## src/rtl/refsch_pkg.sv

```systemverilog
package refsch_pkg;

    typedef enum logic [1:0] {
        ST_IDLE     = 2'd0,
        ST_REF_PREP = 2'd1,
        ST_SR_PREP  = 2'd2,
        ST_SR       = 2'd3
    } refsch_state_e;

    // One-cycle events produced by the controller and consumed by counters.
    typedef struct packed {
        logic ref_issue;
        logic sr_enter;
        logic sr_exit;
        logic in_sr;
    } refsch_evt_t;

    // Bits needed to hold values 0..v.
    function automatic int unsigned cnt_w(input int unsigned v);
        return (v < 2) ? 1 : $clog2(v + 1);
    endfunction

endpackage

```

## src/rtl/refsch_interval.sv

```systemverilog
module refsch_interval
    import refsch_pkg::*;
#(
    parameter int unsigned INTERVAL_CYC = 1040,
    parameter int unsigned MAX_BACKLOG  = 8,
    parameter int unsigned BL_W         = 4
) (
    input  logic            clk,
    input  logic            rst,
    input  refsch_evt_t     evt,
    output logic [BL_W-1:0] backlog
);
    localparam int unsigned IW = cnt_w(INTERVAL_CYC - 1);
    localparam logic [IW-1:0]   RELOAD = IW'(INTERVAL_CYC - 1);
    localparam logic [BL_W-1:0] LIMIT  = BL_W'(MAX_BACKLOG);

    logic [IW-1:0] tick_cnt;
    logic          expire;
    logic          at_limit;
    logic          add_one;

    assign expire   = !evt.in_sr && (tick_cnt == '0);
    assign at_limit = (backlog == LIMIT);
    assign add_one  = expire && !(at_limit && !evt.ref_issue);

    always_ff @(posedge clk) begin
        if (rst) begin
            tick_cnt <= RELOAD;
        end else if (evt.sr_exit) begin
            tick_cnt <= RELOAD;
        end else if (!evt.in_sr) begin
            tick_cnt <= expire ? RELOAD : tick_cnt - IW'(1);
        end
    end

    always_ff @(posedge clk) begin
        if (rst || evt.sr_enter) begin
            backlog <= '0;
        end else begin
            backlog <= backlog + BL_W'(add_one) - BL_W'(evt.ref_issue);
        end
    end

endmodule

```

## src/rtl/refsch_holdoff.sv

```systemverilog
module refsch_holdoff
    import refsch_pkg::*;
#(
    parameter int unsigned LOAD_VAL = 10
) (
    input  logic clk,
    input  logic rst,
    input  logic load,
    output logic busy
);
    localparam int unsigned W = cnt_w(LOAD_VAL);

    logic [W-1:0] cnt;

    always_ff @(posedge clk) begin
        if (rst) begin
            cnt <= '0;
        end else if (load) begin
            cnt <= W'(LOAD_VAL);
        end else if (cnt != '0) begin
            cnt <= cnt - W'(1);
        end
    end

    assign busy = (cnt != '0);

endmodule

```

## src/rtl/refsch_ctrl.sv

```systemverilog
module refsch_ctrl
    import refsch_pkg::*;
(
    input  logic        clk,
    input  logic        rst,
    input  logic        sr_req,
    input  logic        ref_gnt,
    input  logic        banks_idle,
    input  logic        have_work,
    input  logic        hold_rfc,
    input  logic        hold_xsnr,
    input  logic        hold_xsrd,
    output logic        ref_req,
    output logic        pre_all_req,
    output logic        act_ok,
    output logic        rd_ok,
    output logic        cke,
    output refsch_evt_t evt
);
    refsch_state_e state, state_nx;
    logic          ready;

    assign ready = !hold_rfc && !hold_xsnr;

    always_comb begin
        ref_req       = (state == ST_IDLE) && have_work && ready && !sr_req;
        pre_all_req   = (state == ST_REF_PREP) || (state == ST_SR_PREP);
        evt.ref_issue = (state == ST_REF_PREP) && banks_idle;
        evt.sr_enter  = (state == ST_SR_PREP) && banks_idle;
        evt.sr_exit   = (state == ST_SR) && !sr_req;
        evt.in_sr     = (state == ST_SR);
        act_ok        = (state == ST_IDLE) && ready;
        rd_ok         = act_ok && !hold_xsrd;
        cke           = (state != ST_SR);
    end

    always_comb begin
        state_nx = state;
        unique case (state)
            ST_IDLE: begin
                if (sr_req && ready) begin
                    state_nx = ST_SR_PREP;
                end else if (ref_req && ref_gnt) begin
                    state_nx = ST_REF_PREP;
                end
            end
            ST_REF_PREP: if (banks_idle) state_nx = ST_IDLE;
            ST_SR_PREP:  if (banks_idle) state_nx = ST_SR;
            ST_SR:       if (!sr_req)    state_nx = ST_IDLE;
            default:     state_nx = ST_IDLE;
        endcase
    end

    always_ff @(posedge clk) begin
        if (rst) state <= ST_IDLE;
        else     state <= state_nx;
    end

endmodule

```

## src/rtl/ddr_refresh_sched.sv

```systemverilog
module ddr_refresh_sched
    import refsch_pkg::*;
#(
    parameter int unsigned INTERVAL_CYC = 1040,
    parameter int unsigned MAX_BACKLOG  = 8,
    parameter int unsigned RFC_CYC      = 10,
    parameter int unsigned XSNR_CYC     = 10,
    parameter int unsigned XSRD_CYC     = 200,
    localparam int unsigned BL_W        = cnt_w(MAX_BACKLOG)
) (
    input  logic            clk,
    input  logic            rst,
    input  logic            sr_req,
    input  logic            ref_gnt,
    input  logic            banks_idle,
    output logic            ref_req,
    output logic            ref_urgent,
    output logic            pre_all_req,
    output logic            ref_cmd,
    output logic            cke,
    output logic            act_ok,
    output logic            rd_ok,
    output logic [BL_W-1:0] backlog
);
    localparam int unsigned NHOLD = 3;
    localparam int unsigned HOLD_LOAD [NHOLD] = '{RFC_CYC - 1, XSNR_CYC, XSRD_CYC};

    refsch_evt_t      evt;
    logic [NHOLD-1:0] hold_ld;
    logic [NHOLD-1:0] hold_busy;

    assign hold_ld = {evt.sr_exit, evt.sr_exit, evt.ref_issue};

    for (genvar gi = 0; gi < NHOLD; gi++) begin : g_hold
        refsch_holdoff #(.LOAD_VAL(HOLD_LOAD[gi])) u_hold (
            .clk  (clk),
            .rst  (rst),
            .load (hold_ld[gi]),
            .busy (hold_busy[gi])
        );
    end

    refsch_ctrl u_ctrl (
        .clk         (clk),
        .rst         (rst),
        .sr_req      (sr_req),
        .ref_gnt     (ref_gnt),
        .banks_idle  (banks_idle),
        .have_work   (backlog != '0),
        .hold_rfc    (hold_busy[0]),
        .hold_xsnr   (hold_busy[1]),
        .hold_xsrd   (hold_busy[2]),
        .ref_req     (ref_req),
        .pre_all_req (pre_all_req),
        .act_ok      (act_ok),
        .rd_ok       (rd_ok),
        .cke         (cke),
        .evt         (evt)
    );

    refsch_interval #(
        .INTERVAL_CYC (INTERVAL_CYC),
        .MAX_BACKLOG  (MAX_BACKLOG),
        .BL_W         (BL_W)
    ) u_interval (
        .clk     (clk),
        .rst     (rst),
        .evt     (evt),
        .backlog (backlog)
    );

    assign ref_cmd    = evt.ref_issue;
    assign ref_urgent = ref_req && (backlog == BL_W'(MAX_BACKLOG));

endmodule

```

## config.mk

```make
export PLATFORM = sky130hd
export DESIGN_NAME = ddr_refresh_sched
export DESIGN_NICKNAME = d
export VERILOG_FILES = /design/src/rtl/refsch_pkg.sv /design/src/rtl/refsch_interval.sv /design/src/rtl/refsch_holdoff.sv /design/src/rtl/refsch_ctrl.sv /design/src/rtl/ddr_refresh_sched.sv
export SDC_FILE = /design/constraint.sdc
export NUM_CORES = 1
export LEC_CHECK = 0
export ABC_AREA = 1
export BUFFER_PORTS_ARGS = -buffer_cell sky130_fd_sc_hd__buf_2
export CORE_ASPECT_RATIO = 0.75
export CORE_MARGIN = 1
export CORE_UTILIZATION = 50
export CTS_CLUSTER_DIAMETER = 40
export DETAILED_ROUTE_END_ITERATION = 10
export PLACE_DENSITY = 0.71
export SYNTH_ARGS = -nofsm -noshare
export SYNTH_HDL_FRONTEND = slang
export SYNTH_HIERARCHICAL = 1
export SYNTH_SLANG_ARGS = --single-unit
```

## constraint.sdc

```tcl
create_clock -name clk -period 2 [get_ports clk]
set_input_delay 0.5 -clock clk [delete_from_list [all_inputs] [get_ports clk]]
set_output_delay 0.5 -clock clk [all_outputs]
set_load 0.005 [all_outputs]
```

==> run metrics, run 1 <==
VDD IR max 1.01 mV; Netlist cell types 33; Die ar. about 0.0044 mm²; total CTS buffers 5; filler cell count 330; status finished with violations; worst relative slew slack 0.755; maximum clock frequency 483 MHz; Worst Setup End Kind output pin; Core Area roughly 0.0038 mm²; Clock transition at path regs roughly 70 ps; required time of the critical path about 1500 ps; failing checks setup timing; CP max FO 4; commonest non-fill, non-tap cell in the layout nand2_1; Hold Fails Final Rpt 0; Layout Area Growth over Synthesis 26.0%; total grt overflow 0; sequential fraction of the synthesis area 0.319; fin cells between 300 and 400; final worst slack -68.3 ps; Max Cap Viol 0; max-slew violations 0; Place WS about 17 ps; placer congestion estimate between 0.8 and 0.9; Clock Sink Count 33; n_diodes 0; Syn Nets 301; Port Buf Inserts 15; Pwr Total about 3400 µW; CTS hold repair buffers 0; Syn. warnings 6; worst slew pin tran about 370 ps; Post-Route WL ~4.3 mm; most frequent cells in the layout 46 x nand2_1, 43 x inv_1, 31 x nor2_1; CP startpoint g_hold[1].u_hold/cnt[1]$_SDFFE_PP0P_; Clock Power Share 0.167; H-tree depth 2; Die H between 50 and 60 µm; DRT Pass-1 Iters 4; DP HPWL between 3 and 4 mm; gr usage total 0.217; num ports 16; Switching Share 0.422; routed vias/inst 4.74; combinational share of power 0.533; via count 1807; Hold Path Class flip-flop to flip-flop; Layout Nets 349; FP Rows 19; Arrival @ worst endpoint 1570 ps; Design Area, Final around 0.0026 mm²; Post-Syn Area 0.00207 mm²; CTS tree built; Reg2Reg Depth 11; initial DRC count 65; share of layout cells above drive strength 1 0.356; Cell Pwr Density ~1300 mW/mm²; initial core utilization 0.545; Worst setup SP type flip-flop; Synth Area per Inst 7.40 µm²; initial antenna violation count 0; net switching power around 1400 µW; unrepaired setup endpoints after global routing yes; Die X ~76 µm; period utilization 1.03; Int Pwr about 1900 µW; largest net degree at the start of global routing 14; placed inst area around 0.0023 mm²; first-pass GRT wire length roughly 7.3 mm; Clock Tree Root clkbuf_8; CP endpoint ref_urgent; Flop pwr share 0.300; clk buf depth 2; Finish-stage setup viols 1; residual DRC count 0; placed insts 359; reg2reg start u_interval/tick_cnt[0]$_SDFFE_PP1N_; Cells after Synth 280; Antenna Nets Post-Route 0; Yosys reg bits 33; flop-to-flop setup slack around 80 ps; wire per inst between 10 and 15 µm; clk_skew ~4 ps; crit path time final approximately 2100 ps; number of global-route vias before repair ~1.6k; leakage 0.00127 µW; Crit Path Category flip-flop to output pin; Worst-Skew Late Latency between 200 and 300 ps; terminus of the critical flop-to-flop path u_interval/backlog[1]$_SDFF_PP0_
## synth_stat cells (all sizes together)
cell type  count  area [µm²]
nor4           1        6.26
xor2           4        35.0
a21oi         19        98.9
nor2          53         278
a21boi         2        30.0
ha            15         188
inv           51         191
nand2         60         290
o21ai         10        57.6
o2111ai        1        8.76
nand3         18         108
nand3b         1        7.51
or2            1        8.76
xnor2          3        26.3
dfxtp         33         661
o21bai         1        7.51
fa             1        20.0
nor3           1        5.00
nand4          5        46.3
## stage by stage
step / hold WS, ps / setup TNS [ps] / util
global route: 520 / -301 / 0.687
detailed placement: 482 / 0 / 0.610
floorplan: 456 / 0 / -
CTS: 498 / -99.1 / 0.666
finish: 492 / -68.3 / 0.687
global placement: 472 / 0 / 0.610
## worst min-delay path by stage
stage	from	to	slack, ps	cells after the start
CTS	g_hold[2].u_hold/cnt[0]$_SDFFE_PP0P_	g_hold[2].u_hold/cnt[0]$_SDFFE_PP0P_	500	1
global route	g_hold[2].u_hold/cnt[0]$_SDFFE_PP0P_	g_hold[2].u_hold/cnt[0]$_SDFFE_PP0P_	520	1
finish	g_hold[2].u_hold/cnt[0]$_SDFFE_PP0P_	g_hold[2].u_hold/cnt[0]$_SDFFE_PP0P_	490	1
global placement	g_hold[2].u_hold/cnt[0]$_SDFFE_PP0P_	g_hold[2].u_hold/cnt[0]$_SDFFE_PP0P_	470	1
floorplan	g_hold[1].u_hold/cnt[3]$_SDFFE_PP0P_	g_hold[1].u_hold/cnt[3]$_SDFFE_PP0P_	460	2
detailed placement	g_hold[2].u_hold/cnt[0]$_SDFFE_PP0P_	g_hold[2].u_hold/cnt[0]$_SDFFE_PP0P_	480	1
## registers in the layout, indices dropped and copies added, names as in the netlist
signal	count
u_ctrl/state	2
u_interval/tick_cnt	11
g_hold.u_hold/cnt	16
u_interval/backlog	4
## routing by layer
| layer | track usage | wire length [µm] | vias up |
|---|---|---|---|
| li1 | - | - | 971 |
| met5 | 0 | 0 | - |
| met2 | 0.317 | 1750 | 41 |
| met3 | 0.0472 | 222 | 7 |
| met4 | 0.0907 | 70 | 0 |
| met1 | 0.310 | 2280 | 788 |
## cell type report
class | count | area (µm²) | area share
Inverter | 51 | 196 | 0.0752
Timing Repair Buffer | 41 | 274 | 0.105
Clock buffer | 7 | 96.3 | 0.0369
Sequential cell | 33 | 672 | 0.257
Multi-Input combinational cell | 196 | 1300 | 0.499
Tap cell | 52 | 65.1 | 0.0249
Clock inverter | 1 | 5.00 | 0.00192
## power groups by stage
stage | sequential [µW] | combinational [µW] | clock [µW]
2_1_floorplan | 972 | 1160 | 0
3_3_place_gp | 999 | 1500 | 0
3_5_place_dp | 1000 | 1520 | 0
4_1_cts | 997 | 1670 | 577
5_1_grt | 1040 | 2030 | 603
6_report | 1010 | 1800 | 564
## cells by family after synthesis
family	share of synthesized area
AOI/OAI and AO/OA	0.0978
xor gates and xnor gates	0.0296
adders and majority gates	0.100
buffers and inverters	0.0923
DFF	0.319
and+or+nand+nor	0.362
## worst max-delay path, cell delays in order (launching register included)
cell and delay (ps):
dfxtp_2 330, nor2_4 130, nand2_2 90, nor2_4 130, inv_4 60, nor4_4 270
nand2_1 80, nor2_1 80, buf_2 110
## repair_timing
item | in CTS | in global routing
setup endpoints to repair | 4 | 6
endpoints found under the hold margin | 0 | 0
gates resized for setup | 13 | 17
pin swaps | 6 | 9
setup buffers | 9 | 5
No activity file was read; power rests on OpenSTA's default activity.
==> inputs of run 2 (changes only) <==
Settings changed: REMOVE_ABC_BUFFERS set to 1.
==> run 2 against run 1 <==
The flow now finishes without violations. Maximum frequency rose by 3.5%. Critical path depth did not move. Clock skew increased by 2.7 ps. Core utilization fell by 3.0 points. Critical endpoint unchanged. Highest routed layer unchanged.
==> run metrics, run 2 (synthesis gave the netlist of run 1 again) <==
required time of the critical path 1500 ps (about the same); placer congestion estimate 0.845 (was 0.811); routed vias/inst 4.74 (about the same); Hold Path Class flip-flop to flip-flop (unchanged); GR Util met2 0.340 (was 0.317); Post-Route WL 3.91 mm (was 4.32 mm); share of layout cells above drive strength 1 0.313 (was 0.356); residual DRC count 0 (unchanged); Die ar. 0.00441 mm² (unchanged); total grt overflow 0 (unchanged); worst relative slew slack 0.657 (was 0.755); GRT met1 Usage 0.248 (was 0.310); clk_skew 6.62 ps (was 3.89 ps); CP max stage delay 320 ps (was 330 ps); Worst-Skew Late Latency 280 ps (was 290 ps); Antenna Nets Post-Route 0 (unchanged); crit path time final 2000 ps (was 2070 ps); status complete, no violations (was finished with violations); period utilization 0.999 (was 1.03); Worst setup SP type flip-flop (unchanged); maximum clock frequency 501 MHz (was 483 MHz); GR Util met3 0.0425 (was 0.0472); Arrival @ worst endpoint 1500 ps (was 1570 ps); Clock Tree Root clkbuf_8 (unchanged); most frequent cells in the layout 46 x nand2_1, 42 x inv_1, 32 x nor2_1 (was 46 x nand2_1, 43 x inv_1, 31 x nor2_1); initial antenna violation count 0 (unchanged); DP HPWL 2.99 mm (was 3.11 mm); largest net degree at the start of global routing 13 (was 14); Worst Setup End Kind output pin (unchanged); via count 1760 (was 1807); placed insts 356 (was 359); first-pass GRT wire length 6.84 mm (was 7.30 mm); CTS hold repair buffers 0 (unchanged); Layout Area Growth over Synthesis 20.5% (was 26.0%); n_diodes 0 (unchanged); Die X 76.4 µm (unchanged); Largest register FFs 16 (unchanged); DRT Pass-1 Iters 4 (unchanged); Cell Pwr Density 1290 mW/mm² (about the same); Finish-stage setup viols 0 (was 1); biggest regs g_hold.u_hold/cnt (16), u_interval/tick_cnt (11), u_interval/backlog (4) (unchanged); sequential standard cell area 666 µm² (was 672 µm²); clk buf depth 2 (unchanged); number of global-route vias before repair 1655 (was 1619); fin cells 371 (was 381); leakage 0.00122 µW (was 0.00127 µW); num ports 16 (unchanged); FP Rows 19 (unchanged); Biggest register g_hold.u_hold/cnt (unchanged); commonest non-fill, non-tap cell in the layout nand2_1 (unchanged); Multi-input gate area 0.00129 mm² (was 0.00130 mm²); Hold Fails Final Rpt 0 (unchanged); Die H 57.8 µm (unchanged); grt peak-use layer met2 (unchanged); final design utilization 0.657 (was 0.687); filler cell count 341 (was 330); Clock transition at path regs 70 ps (about the same); worst-path cell chain buf_4, inv_4, ha_4, nand2_4, nor4_4, nand2_1, nor2_1, buf_2 (was nor2_4, nand2_2, nor2_4, inv_4, nor4_4, nand2_1, nor2_1, buf_2); wire per inst 10.5 µm (was 11.3 µm); total CTS buffers 5 (unchanged); VDD IR max 0.679 mV (was 1.01 mV); critical path's slowest cell dfxtp_2 (unchanged); unrepaired setup endpoints after global routing yes (unchanged); Clock Sink Count 33 (unchanged); initial core utilization 0.545 (unchanged); initial DRC count 95 (was 65); Layout Nets 339 (was 349); CP max FO 3 (was 4); Pwr Total 3210 µW (was 3370 µW); Port Buf Inserts 15 (unchanged); Max Cap Viol 0 (unchanged); Core Area 0.00380 mm² (unchanged); CTS tree built (unchanged); H-tree depth 2 (unchanged); gr usage total 0.194 (was 0.217); max-slew violations 0 (unchanged); worst slew pin tran 512 ps (was 366 ps); Crit Path Category flip-flop to output pin (unchanged)
## run 2: where the power goes
| group | internal (µW) | switching, µW | total (µW) |
|---|---|---|---|
| Sequential | 826 | 163 | 989 |
| Combinational | 780 | 965 | 1740 |
| Clock | 240 | 241 | 481 |
| Total | 1850 | 1370 | 3210 |
## run 2: area by class of cell
type | count | share of cell area
Multi-Input combinational cell | 196 | 0.516
Sequential cell | 33 | 0.266
Clock inverter | 3 | 0.00701
Tap cell | 52 | 0.0260
Inverter | 51 | 0.0776
Timing Repair Buffer | 31 | 0.0796
Clock buffer | 5 | 0.0275
## run 2: worst paths after layout
| kind | from | to | slack (ps) | depth (start not counted) |
|---|---|---|---|---|
| worst max-delay path | u_ctrl/state[0]$_SDFFE_PP0P_ | ref_urgent | 3 | 8 |
| worst max register to register | u_ctrl/state[0]$_SDFFE_PP0P_ | u_interval/backlog[2]$_SDFF_PP0_ | 40 | 11 |
| worst min register to register | g_hold[2].u_hold/cnt[0]$_SDFFE_PP0P_ | g_hold[2].u_hold/cnt[0]$_SDFFE_PP0P_ | 490 | 1 |
| worst min-delay path | g_hold[2].u_hold/cnt[0]$_SDFFE_PP0P_ | g_hold[2].u_hold/cnt[0]$_SDFFE_PP0P_ | 490 | 1 |
## run 2: repair_timing
item / in CTS / in global routing
resized for setup: 14 / 11
endpoints found under the hold margin: 0 / 0
pin swaps: 8 / 5
setup buffers: 5 / 2
setup endpoints to repair: 5 / 7
## run 2: per-stage QoR
step | hold slack [ps] | TNS [ps] | instance area (µm²) | worst slack (ps)
detailed placement | 478 | -13.5 | 2280 | -13.5
finish | 491 | 0 | 2500 | 2.50
floorplan | 450 | -130 | 2070 | -84.1
global route | 519 | -189 | 2500 | -69.3
global placement | 473 | 0 | 2280 | 22.8
CTS | 493 | -14.8 | 2460 | -7.58
## run 2: per-layer routing
layer,wire (µm),vias up
met5,0,-
met4,8,0
met3,102,2
met2,1790,17
met1,2020,792
li1,-,949
## run 2: critical path, delay by kind of cell (launching register included)
| family | cells | cell delay, ps |
|---|---|---|
| AND/OR/NAND/NOR | 4 | 460 |
| flip-flops | 1 | 320 |
| buffers and inverters | 3 | 310 |
| adder cells (fa/ha/maj) | 1 | 130 |
